===== config.mk =====
export PLATFORM = sky130hd
export DESIGN_NAME = vec_bcast_unit
export DESIGN_NICKNAME = d
export VERILOG_FILES = /design/src/rtl/vbc_pkg.sv /design/src/rtl/vbc_decode.sv /design/src/rtl/vbc_half_rep.sv /design/src/rtl/vbc_out_stage.sv /design/src/rtl/vec_bcast_unit.sv
export SDC_FILE = /design/constraint.sdc
export NUM_CORES = 1
export LEC_CHECK = 0
export BUFFER_PORTS_ARGS = -buffer_cell sky130_fd_sc_hd__buf_2
export CAP_MARGIN = 20
export CORE_MARGIN = 4
export CORE_UTILIZATION = 30
export CTS_CLUSTER_SIZE = 25
export DETAILED_ROUTE_END_ITERATION = 7
export SKIP_CTS_REPAIR_TIMING = 1
export SLEW_MARGIN = 40
export SYNTH_ARGS = -nofsm -noshare
export SYNTH_HDL_FRONTEND = slang
export SYNTH_SLANG_ARGS = --single-unit

===== constraint.sdc =====
create_clock -name clk -period 2.6 [get_ports clk]
set_input_delay 0.13 -clock clk [delete_from_list [all_inputs] [get_ports clk]]
set_output_delay 0.13 -clock clk [all_outputs]
set_load 0.01 [all_outputs]

===== src/rtl/vbc_pkg.sv =====
package vbc_pkg;
  typedef enum logic [1:0] {
    VB_MODE_GPR  = 2'd0,
    VB_MODE_IMM  = 2'd1,
    VB_MODE_LOW  = 2'd2,
    VB_MODE_RSVD = 2'd3
  } vb_mode_e;

  localparam int unsigned VB_SZ_W = 3;
  localparam logic [VB_SZ_W-1:0] VB_SZ_8   = 3'd0;
  localparam logic [VB_SZ_W-1:0] VB_SZ_16  = 3'd1;
  localparam logic [VB_SZ_W-1:0] VB_SZ_32  = 3'd2;
  localparam logic [VB_SZ_W-1:0] VB_SZ_64  = 3'd3;
  localparam logic [VB_SZ_W-1:0] VB_SZ_128 = 3'd4;
endpackage


===== src/rtl/vbc_decode.sv =====
module vbc_decode
  import vbc_pkg::*;
#(
  parameter int unsigned SCL_W = 64,
  parameter int unsigned IMM_W = 4,
  parameter int unsigned IDX_B = 4
) (
  input  logic [1:0]         mode_i,
  input  logic [VB_SZ_W-1:0] size_i,
  input  logic [SCL_W-1:0]   scalar_i,
  input  logic [IMM_W-1:0]   imm_i,
  output logic               legal_o,
  output logic               use_low_o,
  output logic [IDX_B-1:0]   idx_o
);
  logic unused_scalar_hi;
  assign unused_scalar_hi = ^scalar_i[SCL_W-1:IDX_B];

  always_comb begin
    legal_o   = 1'b0;
    use_low_o = 1'b0;
    idx_o     = '0;
    unique case (vb_mode_e'(mode_i))
      VB_MODE_GPR: begin
        legal_o = (size_i <= VB_SZ_64);
        idx_o   = scalar_i[IDX_B-1:0];
      end
      VB_MODE_IMM: begin
        legal_o = (size_i <= VB_SZ_64);
        idx_o   = IDX_B'(imm_i);
      end
      VB_MODE_LOW: begin
        legal_o   = (size_i <= VB_SZ_128);
        use_low_o = 1'b1;
      end
      default: legal_o = 1'b0;
    endcase
  end
endmodule


===== src/rtl/vbc_half_rep.sv =====
module vbc_half_rep
  import vbc_pkg::*;
#(
  parameter int unsigned HALF_W = 128,
  parameter int unsigned MIN_EW = 8,
  parameter int unsigned IDX_B  = 4
) (
  input  logic [HALF_W-1:0]  half_i,
  input  logic [IDX_B-1:0]   idx_i,
  input  logic [VB_SZ_W-1:0] size_i,
  output logic [HALF_W-1:0]  rep_o
);
  localparam int unsigned NSIZE = $clog2(HALF_W / MIN_EW) + 1;

  logic [HALF_W-1:0] cand [NSIZE];

  for (genvar s = 0; s < NSIZE; s++) begin : g_sz
    localparam int unsigned EW = MIN_EW << s;
    localparam int unsigned NE = HALF_W / EW;
    logic [EW-1:0] elem;
    if (NE > 1) begin : g_multi
      localparam int unsigned IB = $clog2(NE);
      logic [IB-1:0] k;
      assign k    = idx_i[IB-1:0];
      assign elem = half_i[k*EW +: EW];
    end else begin : g_whole
      assign elem = half_i;
    end
    assign cand[s] = {NE{elem}};
  end

  always_comb begin
    rep_o = '0;
    for (int s = 0; s < NSIZE; s++) begin
      if (size_i == VB_SZ_W'(s)) rep_o = cand[s];
    end
  end
endmodule


===== src/rtl/vbc_out_stage.sv =====
module vbc_out_stage #(
  parameter int unsigned W = 257
) (
  input  logic         clk,
  input  logic         rst_n,
  input  logic         up_valid,
  output logic         up_ready,
  input  logic [W-1:0] up_data,
  output logic         dn_valid,
  input  logic         dn_ready,
  output logic [W-1:0] dn_data
);
  assign up_ready = !dn_valid || dn_ready;

  always_ff @(posedge clk or negedge rst_n) begin
    if (!rst_n) begin
      dn_valid <= 1'b0;
      dn_data  <= '0;
    end else if (up_valid && up_ready) begin
      dn_valid <= 1'b1;
      dn_data  <= up_data;
    end else if (dn_ready) begin
      dn_valid <= 1'b0;
    end
  end
endmodule


===== src/rtl/vec_bcast_unit.sv =====
module vec_bcast_unit
  import vbc_pkg::*;
#(
  parameter int unsigned VEC_W  = 256,
  parameter int unsigned HALF_W = 128,
  parameter int unsigned MIN_EW = 8,
  parameter int unsigned SCL_W  = 64,
  parameter int unsigned IMM_W  = 4
) (
  input  logic               clk,
  input  logic               rst_n,
  input  logic               in_valid,
  output logic               in_ready,
  input  logic [1:0]         in_mode,
  input  logic [2:0]         in_size,
  input  logic [VEC_W-1:0]   in_vec,
  input  logic [SCL_W-1:0]   in_scalar,
  input  logic [IMM_W-1:0]   in_imm,
  output logic               out_valid,
  input  logic               out_ready,
  output logic [VEC_W-1:0]   out_vec,
  output logic               out_illegal
);
  localparam int unsigned NHALF = VEC_W / HALF_W;
  localparam int unsigned IDX_B = $clog2(HALF_W / MIN_EW);

  logic             legal;
  logic             use_low;
  logic [IDX_B-1:0] idx;
  logic [VEC_W-1:0] rep;
  logic [VEC_W:0]   stage_in;
  logic [VEC_W:0]   stage_out;

  vbc_decode #(.SCL_W(SCL_W), .IMM_W(IMM_W), .IDX_B(IDX_B)) u_dec (
    .mode_i   (in_mode),
    .size_i   (in_size),
    .scalar_i (in_scalar),
    .imm_i    (in_imm),
    .legal_o  (legal),
    .use_low_o(use_low),
    .idx_o    (idx)
  );

  for (genvar h = 0; h < NHALF; h++) begin : g_half
    logic [HALF_W-1:0] src;
    assign src = use_low ? in_vec[HALF_W-1:0] : in_vec[h*HALF_W +: HALF_W];
    vbc_half_rep #(.HALF_W(HALF_W), .MIN_EW(MIN_EW), .IDX_B(IDX_B)) u_rep (
      .half_i(src),
      .idx_i (use_low ? '0 : idx),
      .size_i(in_size),
      .rep_o (rep[h*HALF_W +: HALF_W])
    );
  end

  assign stage_in = legal ? {1'b0, rep} : {1'b1, {VEC_W{1'b0}}};

  vbc_out_stage #(.W(VEC_W + 1)) u_out (
    .clk     (clk),
    .rst_n   (rst_n),
    .up_valid(in_valid),
    .up_ready(in_ready),
    .up_data (stage_in),
    .dn_valid(out_valid),
    .dn_ready(out_ready),
    .dn_data (stage_out)
  );

  assign out_vec     = stage_out[VEC_W-1:0];
  assign out_illegal = stage_out[VEC_W];
endmodule


======== After elaboration in Yosys (flattened, before gate mapping) ========
Cells that the tools add are included.
cells by class
  shift-type cells ........................ 8
  mux-type cells .......................... 18
  equal/unequal tests ..................... 6
  reduce and logical (&&, ||, !) cells .... 7
  order comparisons ....................... 2
operators by type and width
  cell                number
  $mux 128            11
  $mux 257            1
  $shiftx 128x8->16   2
  $shiftx 128x8->32   2
  $shiftx 128x8->64   2
  $shiftx 128x8->8    2
  $pmux 4 s2          1
  $eq 3x2->1 const B  2
  $mux 4              1
  $eq 3x1->1 const B  1
  $eq 3x3->1 const B  1
  $le 3x2->1 const B  1
  $le 3x3->1 const B  1
  $logic_not 3->1     1
  $mux 1              3
  $eq 2x1->1 const B  1
  $eq 2x2->1 const B  1
  $logic_not 2->1     1
  $pmux 1 s2          1
  $reduce_bool 2->1   1
  $reduce_or 2->1     1
  $logic_and 1x1->1   1
  $logic_not 1->1     1
  $logic_or 1x1->1    1
storage, ports and cells
  word-level logic and storage cells ...... 43
  bits in registers ....................... 258
  output and inout bits ................... 259

======== Longest topological paths before layout ========
Gate-level depths: netlist (run 1).
  depth after elaboration ................. 10
  depth in mapped cells ................... 14
  mapped depth without buffers ............ 7

======== Cells and area by module ========
From an unflattened synthesis (run 1), not the netlist that was laid out.
second synthesis, totals
  cell total of the unflattened synthesis .. 2130
  area total of the unflattened synthesis .. 25378.1 um2
by module, submodules not included
  module          area each (um2)  cells each  times used
  vbc_half_rep    5464.0           570         2
  vbc_out_stage   10740.3          546         1
  vec_bcast_unit  3627.2           432         1
  vbc_decode      82.6             12          1

======== Least setup slack after synthesis (run 1) ========
No wires, ideal clock.
  path type ............................... input-to-reg
  start point ............................. in in_mode[0]
  end point ............................... reg u_out.dn_data[159]
  arrival time ............................ 2.525 ns
  setup slack ............................. -0.045 ns
  library setup time ...................... 0.121 ns
  data required time ...................... 2.479 ns
  path buffers ............................ 3
  stages on the path ...................... 10
  cells stage by stage .................... buf_6 or3_4 and2_1 buf_6 buf_6 o2111ai_2 o311ai_1 o41a_1 or4_1 a22o_1
between the ends
  cells in the longest elaborated chain, start to end .. 10
  elaborated cells between the ends (all ways) .. 19
  those cells by class .................... eq/ne: 2; shift: 4; mux: 11; reduce/logical: 2
ends and longest elaborated chain
  item                                         line                                        RTL
  start: declaration                           vec_bcast_unit.sv:14                        input logic [1:0] in_mode,
  $eq 2x1->1 (tied with other cells)           vbc_decode.sv:23                            unique case (vb_mode_e'(mode_i))
  $pmux 4 s2 / $mux 1 (equally long branches)  vbc_decode.sv:23
  $mux 4 / $mux 128 (equally long branches)    vec_bcast_unit.sv:49, vec_bcast_unit.sv:46
  $shiftx 128x8->8                             vbc_half_rep.sv:25                          assign elem = half_i[k*EW +: EW];
  $mux 128 (5 in series)                       vbc_half_rep.sv:35                          if (size_i == VB_SZ_W'(s)) rep_o = cand[s];
  $mux 257 *                                   vec_bcast_unit.sv:55                        assign stage_in = legal ? {1'b0, rep} : {1'b1, {VEC_W{1'b0}}};
  end signal: assignment                       vbc_out_stage.sv:21                         dn_data <= up_data;
  end: declaration                             vbc_out_stage.sv:11                         output logic [W-1:0] dn_data
Every way passes the cells marked *; elsewhere a longest branch is shown, timed or not.
A chain may end at the register's enable or synchronous reset.

======== Worst setup path after layout (run 1) ========
  start point ............................. in in_mode[0]
  end point ............................... reg u_out.dn_data[202]
Same word-level chain as after synthesis.

==> qor.txt, run 1 <==
Gpl congestion -> 1.001
Slack of the worst reg-to-reg path -> 0.21 ns
Power Internal -> 0.009890 W
Max Buffers Root-to-Sink -> 3
Master cell of the clock root buffer -> sky130_fd_sc_hd__clkbuf_16
Critical Path End Type -> flop
Terminating pin of the worst hold path -> u_out.dn_data[234]
Wirelength, routed -> 145.4 mm
Number of gates on the worst path with buffers counted -> 12
Starting DRC count in detailed routing -> 4,645
CTS tree -> built
Hold/Removal Path Class -> in -> reg
Register area share after synthesis -> 28.04%
Estimated wirelength of the detail-placed design -> 113.2 mm
Clock network fraction of design power -> 32.8%
Max-Slew Margin vs Limit -> 41.66%
Fraction of layout cells with a size suffix above 1 -> 31.15%
Worst Hold Depth -> 3
Leading cell type in the layout, fill and taps excluded -> sky130_fd_sc_hd__buf_2
Leak pwr -> 14.69 nW
Synth area leaders -> sky130_fd_sc_hd__dfrtp_1 28%, sky130_fd_sc_hd__nand2_1 7.4%, sky130_fd_sc_hd__o21ai_0 6.9%, sky130_fd_sc_hd__a21oi_1 4.5%, sky130_fd_sc_hd__mux2i_1 3.9%
Startpoint of the worst hold path -> in_vec[106]
Non-Filler Cell Area, Final -> 0.03190 mm²
Reg-to-reg startpoint -> u_out.dn_valid
Global route overflow -> 0
Routed vias -> 31,340
Non-filler instance count after layout -> 4,986
Terminus of the critical flop-to-flop path -> u_out.dn_data[180]
Ordered cell list for the critical path -> buf_6 > mux2_2 > buf_4 > buf_4 > a22oi_1 > o211ai_1 > a21oi_1 > or4_1 > buf_4 > buf_4 > o21ai_0 > o21ai_0
Setup repair after global routing missed its margin -> false
Number of violations of the max-capacitance limit -> 0
Critical path required time -> 3.03 ns
Width of the die -> 285.0 µm
Result of the run -> finished, violations left
Sequential group share of total power -> 30.1%
Violations in the final reports -> hold timing
Total core area -> 0.07595 mm²
Areal power density over the cells -> 497.3 mW/mm²
Cell family contributing the most delay on the critical path -> compound AO/OA/AOI/OAI gates
Number of antenna violations at the first check in global routing -> 47
Average size of a mapped cell -> 7.476 µm²
Cell area after synthesis -> 0.02302 mm²
Total I/O pin count -> 592
Number of distinct library cell variants in the gate-level netlist after synthesis -> 89
Min cycle time layout -> 2.544 ns
Count of state elements after synthesis -> 258
Slew Limit Fails -> 0
Reported net switching power -> 0.005973 W
Dominant cell type by count on the critical path -> sky130_fd_sc_hd__buf_4
Maximum fanout encountered on the critical timing path -> 14
Worst skew pair latency -> 0.58 ns
Peak supply drop -> 0.3183 mV
Share of the cycle needed by the critical path after routing -> 97.84%
Crit-path slowest cell -> sky130_fd_sc_hd__mux2_2
Setup skew after layout -> 0.02320 ns
Tightest hold margin -> -0.01113 ns
Number of nets produced by synthesis -> 3,413
Synth Instances -> 3,080
Proportion of synthesized flip-flops having asynchronous set or reset -> 100.0%
Via/cell ratio -> 6.285
Cell taking the most area after synthesis -> sky130_fd_sc_hd__dfrtp_1
Area of the die -> 0.08125 mm²
Total of buffers placed on input and output ports -> 531
Maximum number of pins on one net before global-route repair -> 128
Nets -> 4,231
Most frequent cells in the layout -> 528 x sky130_fd_sc_hd__buf_2, 499 x sky130_fd_sc_hd__buf_4, 451 x sky130_fd_sc_hd__nand2_1
Worst Tran Pin Value -> 0.8699 ns
Die height -> 285.0 µm
GRT Overall Usage -> 33.84%
H-Tree Depth -> 2
Starting density of the core -> 30.32%
Number of hold violations in the final report -> 3
Launching element type of the critical path -> input pin
Placed Instances -> 4,887
Area of placed instances -> 0.03056 mm²
Logic gate share of total power -> 37.1%
Mean routed wirelength per cell -> 29.16 µm
Net switching fraction of the power -> 37.65%
Count of endpoints failing setup in the final report -> 0
Synth-to-Final Area Change -> 38.53%
Total power after layout -> 0.01586 W
Global-route wire length before repair -> 206.9 mm
Number of rows created at floorplan -> 101
Path depth of the worst reg2reg path -> 8
Clock transition at the registers of the reported paths -> 0.06 ns
Max Fclk -> 393.1 MHz
First-pass iteration count of the detailed router -> 6
Top flip-flop cell by instance count after synthesis -> sky130_fd_sc_hd__dfrtp_1
Area share of the largest cell type after synthesis -> 28.04%
Arrival time at the worst endpoint -> 2.98 ns
Sinks on the clock net -> 258
Total number of yosys warnings -> 0
Number of design rule violations left after detail routing -> 0
Kind of critical path -> in -> reg
Vias in the first global route -> 29,330
Antenna Nets Post-Route -> 0
Worst path buffer plus inverter count -> 5
TritonCTS Buffers -> 34
Delay contributed by the slowest stage of the critical path -> 0.49 ns
Count of flip-flops with a built-in enable after synthesis -> 0
-- worst max path at each step --
stage          startpoint                  to  slack [ns]
6_report       in_mode[0]  u_out.dn_data[202]        0.06
5_1_grt        in_mode[0]  u_out.dn_data[202]        0.01
4_1_cts        in_mode[0]  u_out.dn_data[138]        0.11
3_5_place_dp   in_mode[0]  u_out.dn_data[138]       -0.49
3_3_place_gp   in_mode[0]  u_out.dn_data[202]       -0.45
2_1_floorplan  in_mode[0]  u_out.dn_data[159]       0.001
-- metal layers --
| metal | track usage (%) | wire length (µm) |
|---|---|---|
| met5 | 0 | 208 |
| met1 | 44.42 | 57000 |
| met3 | 10.09 | 18080 |
| met4 | 15.19 | 7295 |
| met2 | 51.42 | 62780 |
-- tightest hold or removal path, delay by kind of cell --
kind            cells  cell delay (ns)
buf+inv             1             0.13
compound gates      2             0.26
-- cell usage after synthesis, drive strengths merged, types with 62 or more instances --
cell / instances
a211oi: 79
a21oi: 208
a22o: 71
a32oi: 62
buf: 125
clkbuf: 174
dfrtp: 258
inv: 71
mux2i: 90
nand2: 456
nand3: 147
nor2: 199
o211ai: 76
o21ai: 322
-- power by group through the flow --
stage | sequential [W] | combinational, W | clock (W)
finish | 0.00477 | 0.00589 | 0.00521
global placement | 0.00482 | 0.00570 | 0
CTS | 0.00476 | 0.00574 | 0.00528
detailed placement | 0.00483 | 0.00572 | 0
global route | 0.00481 | 0.00621 | 0.00543
floorplan | 0.00497 | 0.00246 | 0
-- through the flow --
stage | util (%) | setup WS [ns] | TNS [ns]
2_1_floorplan | - | 0.001009 | 0
3_3_place_gp | 40.23 | -0.4456 | -30.14
3_5_place_dp | 40.24 | -0.4910 | -34.54
4_1_cts | 41.82 | 0.1114 | 0
5_1_grt | 41.94 | 0.01493 | 0
6_report | 42.00 | 0.05627 | 0
-- kinds of logic (layout without fill, tap and decap cells) --
group / after synthesis / in the layout / synth area share (%)
compound gates: 1271 / 1271 / 38.12
other cells: 0 / 33 / 0
buf+inv: 372 / 1215 / 6.711
simple gates: 1049 / 1049 / 20.80
mux: 130 / 130 / 6.325
flops: 258 / 258 / 28.04
-- sequential cells by signal (all words and copies together) (netlist names) --
name            count
u_out.dn_valid      1
u_out.dn_data     257
-- layout make-up --
| class | count | area [µm²] |
|---|---|---|
| fill | 7854 | 44050 |
| multi-input combinational | 2450 | 15190 |
| timing repair buffer | 1081 | 7400 |
| sequential | 258 | 6456 |
| tap | 1030 | 1289 |
| clock buffer | 43 | 924.6 |
| clock inverter | 18 | 280.3 |
| inverter | 73 | 276.5 |
| antenna | 33 | 82.58 |
Note: power is estimated with default switching activity, not from simulation.
==> run 2: changes to the inputs <==
Settings changed: HOLD_SLACK_MARGIN set to 0.15, PLACE_DENSITY_LB_ADDON set to 0.08, TNS_END_PERCENT set to 5.
==> qor.txt, run 2 (synthesized netlist as in run 1, its figures left out) <==
Non-filler instance count after layout -> 5,125
Number of rows created at floorplan -> 101
Non-Filler Cell Area, Final -> 0.03346 mm²
Leak pwr -> 15.43 nW
Peak supply drop -> 0.4823 mV
Antenna Nets Post-Route -> 0
Tightest hold margin -> 0.09373 ns
Routed vias -> 31,700
First-pass iteration count of the detailed router -> 6
Crit-path slowest cell -> sky130_fd_sc_hd__dlygate4sd3_1
Estimated wirelength of the detail-placed design -> 118.8 mm
CTS tree -> built
Leading cell type in the layout, fill and taps excluded -> sky130_fd_sc_hd__buf_2
Total I/O pin count -> 592
Share of the cycle needed by the critical path after routing -> 99.70%
Number of design rule violations left after detail routing -> 0
Fraction of layout cells with a size suffix above 1 -> 30.76%
Most frequent cells in the layout -> 528 x sky130_fd_sc_hd__buf_2, 524 x sky130_fd_sc_hd__buf_4, 451 x sky130_fd_sc_hd__nand2_1
Cell family contributing the most delay on the critical path -> buffers and inverters
Dominant cell type by count on the critical path -> sky130_fd_sc_hd__buf_4
Global route overflow -> 0
Kind of critical path -> in -> reg
Gpl congestion -> 0.9817
Areal power density over the cells -> 463.0 mW/mm²
Uppermost layer routed -> met5
Arrival time at the worst endpoint -> 3.10 ns
Area of the die -> 0.08125 mm²
Maximum number of pins on one net before global-route repair -> 147
Nets -> 4,399
Global-route wire length before repair -> 218.1 mm
Clock transition at the registers of the reported paths -> 0.06 ns
Slew Limit Fails -> 0
Largest registers in the final layout -> u_out.dn_data: 257 flops, u_out.dn_valid: 1 flops
Max FFs per register -> 257
Max Fclk -> 385.8 MHz
Hold/Removal Path Class -> in -> reg
Area of placed instances -> 0.03099 mm²
Placed Instances -> 4,924
Width of the die -> 285.0 µm
Starting density of the core -> 30.32%
Wirelength, routed -> 153.3 mm
Die height -> 285.0 µm
H-Tree Depth -> 1
Count of endpoints failing setup in the final report -> 0
Critical Path End Type -> flop
Synth-to-Final Area Change -> 45.34%
Delay contributed by the slowest stage of the critical path -> 0.61 ns
Critical path required time -> 3.11 ns
Met3 WL -> 13.44 mm
Sinks on the clock net -> 258
Max-Slew Margin vs Limit -> 47.53%
Mean routed wirelength per cell -> 29.91 µm
TritonCTS Buffers -> 31
Maximum fanout encountered on the critical timing path -> 17
Worst skew pair latency -> 0.62 ns
Min cycle time layout -> 2.592 ns
Detailed route wirelength on metal2 -> 69.38 mm
Worst path buffer plus inverter count -> 8
Launching element type of the critical path -> input pin
Ordered cell list for the critical path -> buf_2 > buf_4 > buf_4 > inv_2 > buf_4 > nor2_4 > buf_4 > buf_4 > nand3_1 > dlygate4sd3_1 > a32o_1
Vias in the first global route -> 30,610
Result of the run -> finished clean
Starting DRC count in detailed routing -> 3,498
Total core area -> 0.07595 mm²
Total routed wire length on the met1 layer -> 63.90 mm
Worst Tran Pin Value -> 0.7823 ns
Number of violations of the max-capacitance limit -> 0
GRT Overall Usage -> 35.56%
Total of buffers placed on input and output ports -> 531
Via/cell ratio -> 6.185
Max Buffers Root-to-Sink -> 3
Number of hold violations in the final report -> 0
Setup skew after layout -> 0.02048 ns
Total power after layout -> 0.01549 W
Register containing the most flip-flops in the final layout -> u_out.dn_data
Master cell of the clock root buffer -> sky130_fd_sc_hd__clkbuf_16
Number of antenna violations at the first check in global routing -> 23
## run 2: cell types whose count changed in the layout (fill, tap and decap cells not counted), moves of 2 or more
cell | before | now
sky130_fd_sc_hd__buf_12 | 46 | 59
sky130_fd_sc_hd__diode_2 | 33 | 9
sky130_fd_sc_hd__clkinvlp_4 | 4 | 1
sky130_fd_sc_hd__clkbuf_8 | 5 | 10
sky130_fd_sc_hd__inv_6 | 3 | 1
sky130_fd_sc_hd__dlygate4sd3_1 | 5 | 137
sky130_fd_sc_hd__bufinv_16 | 6 | 2
sky130_fd_sc_hd__clkbuf_1 | 5 | 2
sky130_fd_sc_hd__o21ai_1 | 4 | 2
sky130_fd_sc_hd__clkinv_2 | 2 | 6
sky130_fd_sc_hd__buf_4 | 499 | 524
sky130_fd_sc_hd__clkbuf_16 | 34 | 31
## run 2: report_power, final
| part | internal (W) | total (W) | switching [W] |
|---|---|---|---|
| registers | 0.00446 | 0.00476 | 0.000298 |
| logic | 0.00249 | 0.00624 | 0.00375 |
| clock network | 0.00261 | 0.00449 | 0.00189 |
| total | 0.00956 | 0.0155 | 0.00594 |
## run 2: worst paths after layout
kind                       slack (ns)            endpoint  depth (start not counted)         startpoint
hold / removal                   0.09  u_out.dn_data[211]                          5         in_vec[83]
max in group asynchronous        1.79  u_out.dn_data[150]                          4              rst_n
setup reg to reg                 0.07  u_out.dn_data[183]                          7     u_out.dn_valid
min in group asynchronous        0.16   u_out.dn_data[35]                          3              rst_n
hold reg to reg                  0.47   u_out.dn_data[68]                          2  u_out.dn_data[68]
setup / recovery                0.008   u_out.dn_data[99]                         11         in_size[0]
## run 2: metrics by stage
step	utilization [%]	TNS [ns]	worst slack (ns)
5_1_grt	44.05	-0.01176	-0.01176
4_1_cts	42.15	0	0.03400
3_5_place_dp	40.80	-60.61	-0.6027
3_3_place_gp	40.80	-52.99	-0.4769
2_1_floorplan	-	-0.03546	-0.009632
6_report	44.06	0	0.007698
## run 2: worst reg2reg max path: stages, from the launching register on
cell and delay, ns:
sky130_fd_sc_hd__dfrtp_1 0.37, sky130_fd_sc_hd__nand2b_1 0.17, sky130_fd_sc_hd__nand2_4 0.18, sky130_fd_sc_hd__a221o_2 0.42, sky130_fd_sc_hd__buf_4 0.30, sky130_fd_sc_hd__a31oi_1 0.30, sky130_fd_sc_hd__dlygate4sd3_1 0.60, sky130_fd_sc_hd__a22o_1 0.13
## run 2: per-layer routing
metal  vias to the layer above  global-route usage, %
met5                         -                      0
met4                        16                  12.95
met3                       338                  6.619
met2                      1870                  56.92
met1                     15660                  47.97
li1                      13810                      -
## run 2: layout make-up
type                       instances  area [µm²]
timing repair buffer            1252        9196
antenna                            9       22.52
inverter                          73       276.5
clock buffer                      42       907.1
fill                            7782       42480
sequential                       258        6456
multi-input combinational       2450       15200
tap                             1030        1289
clock inverter                    11       115.1
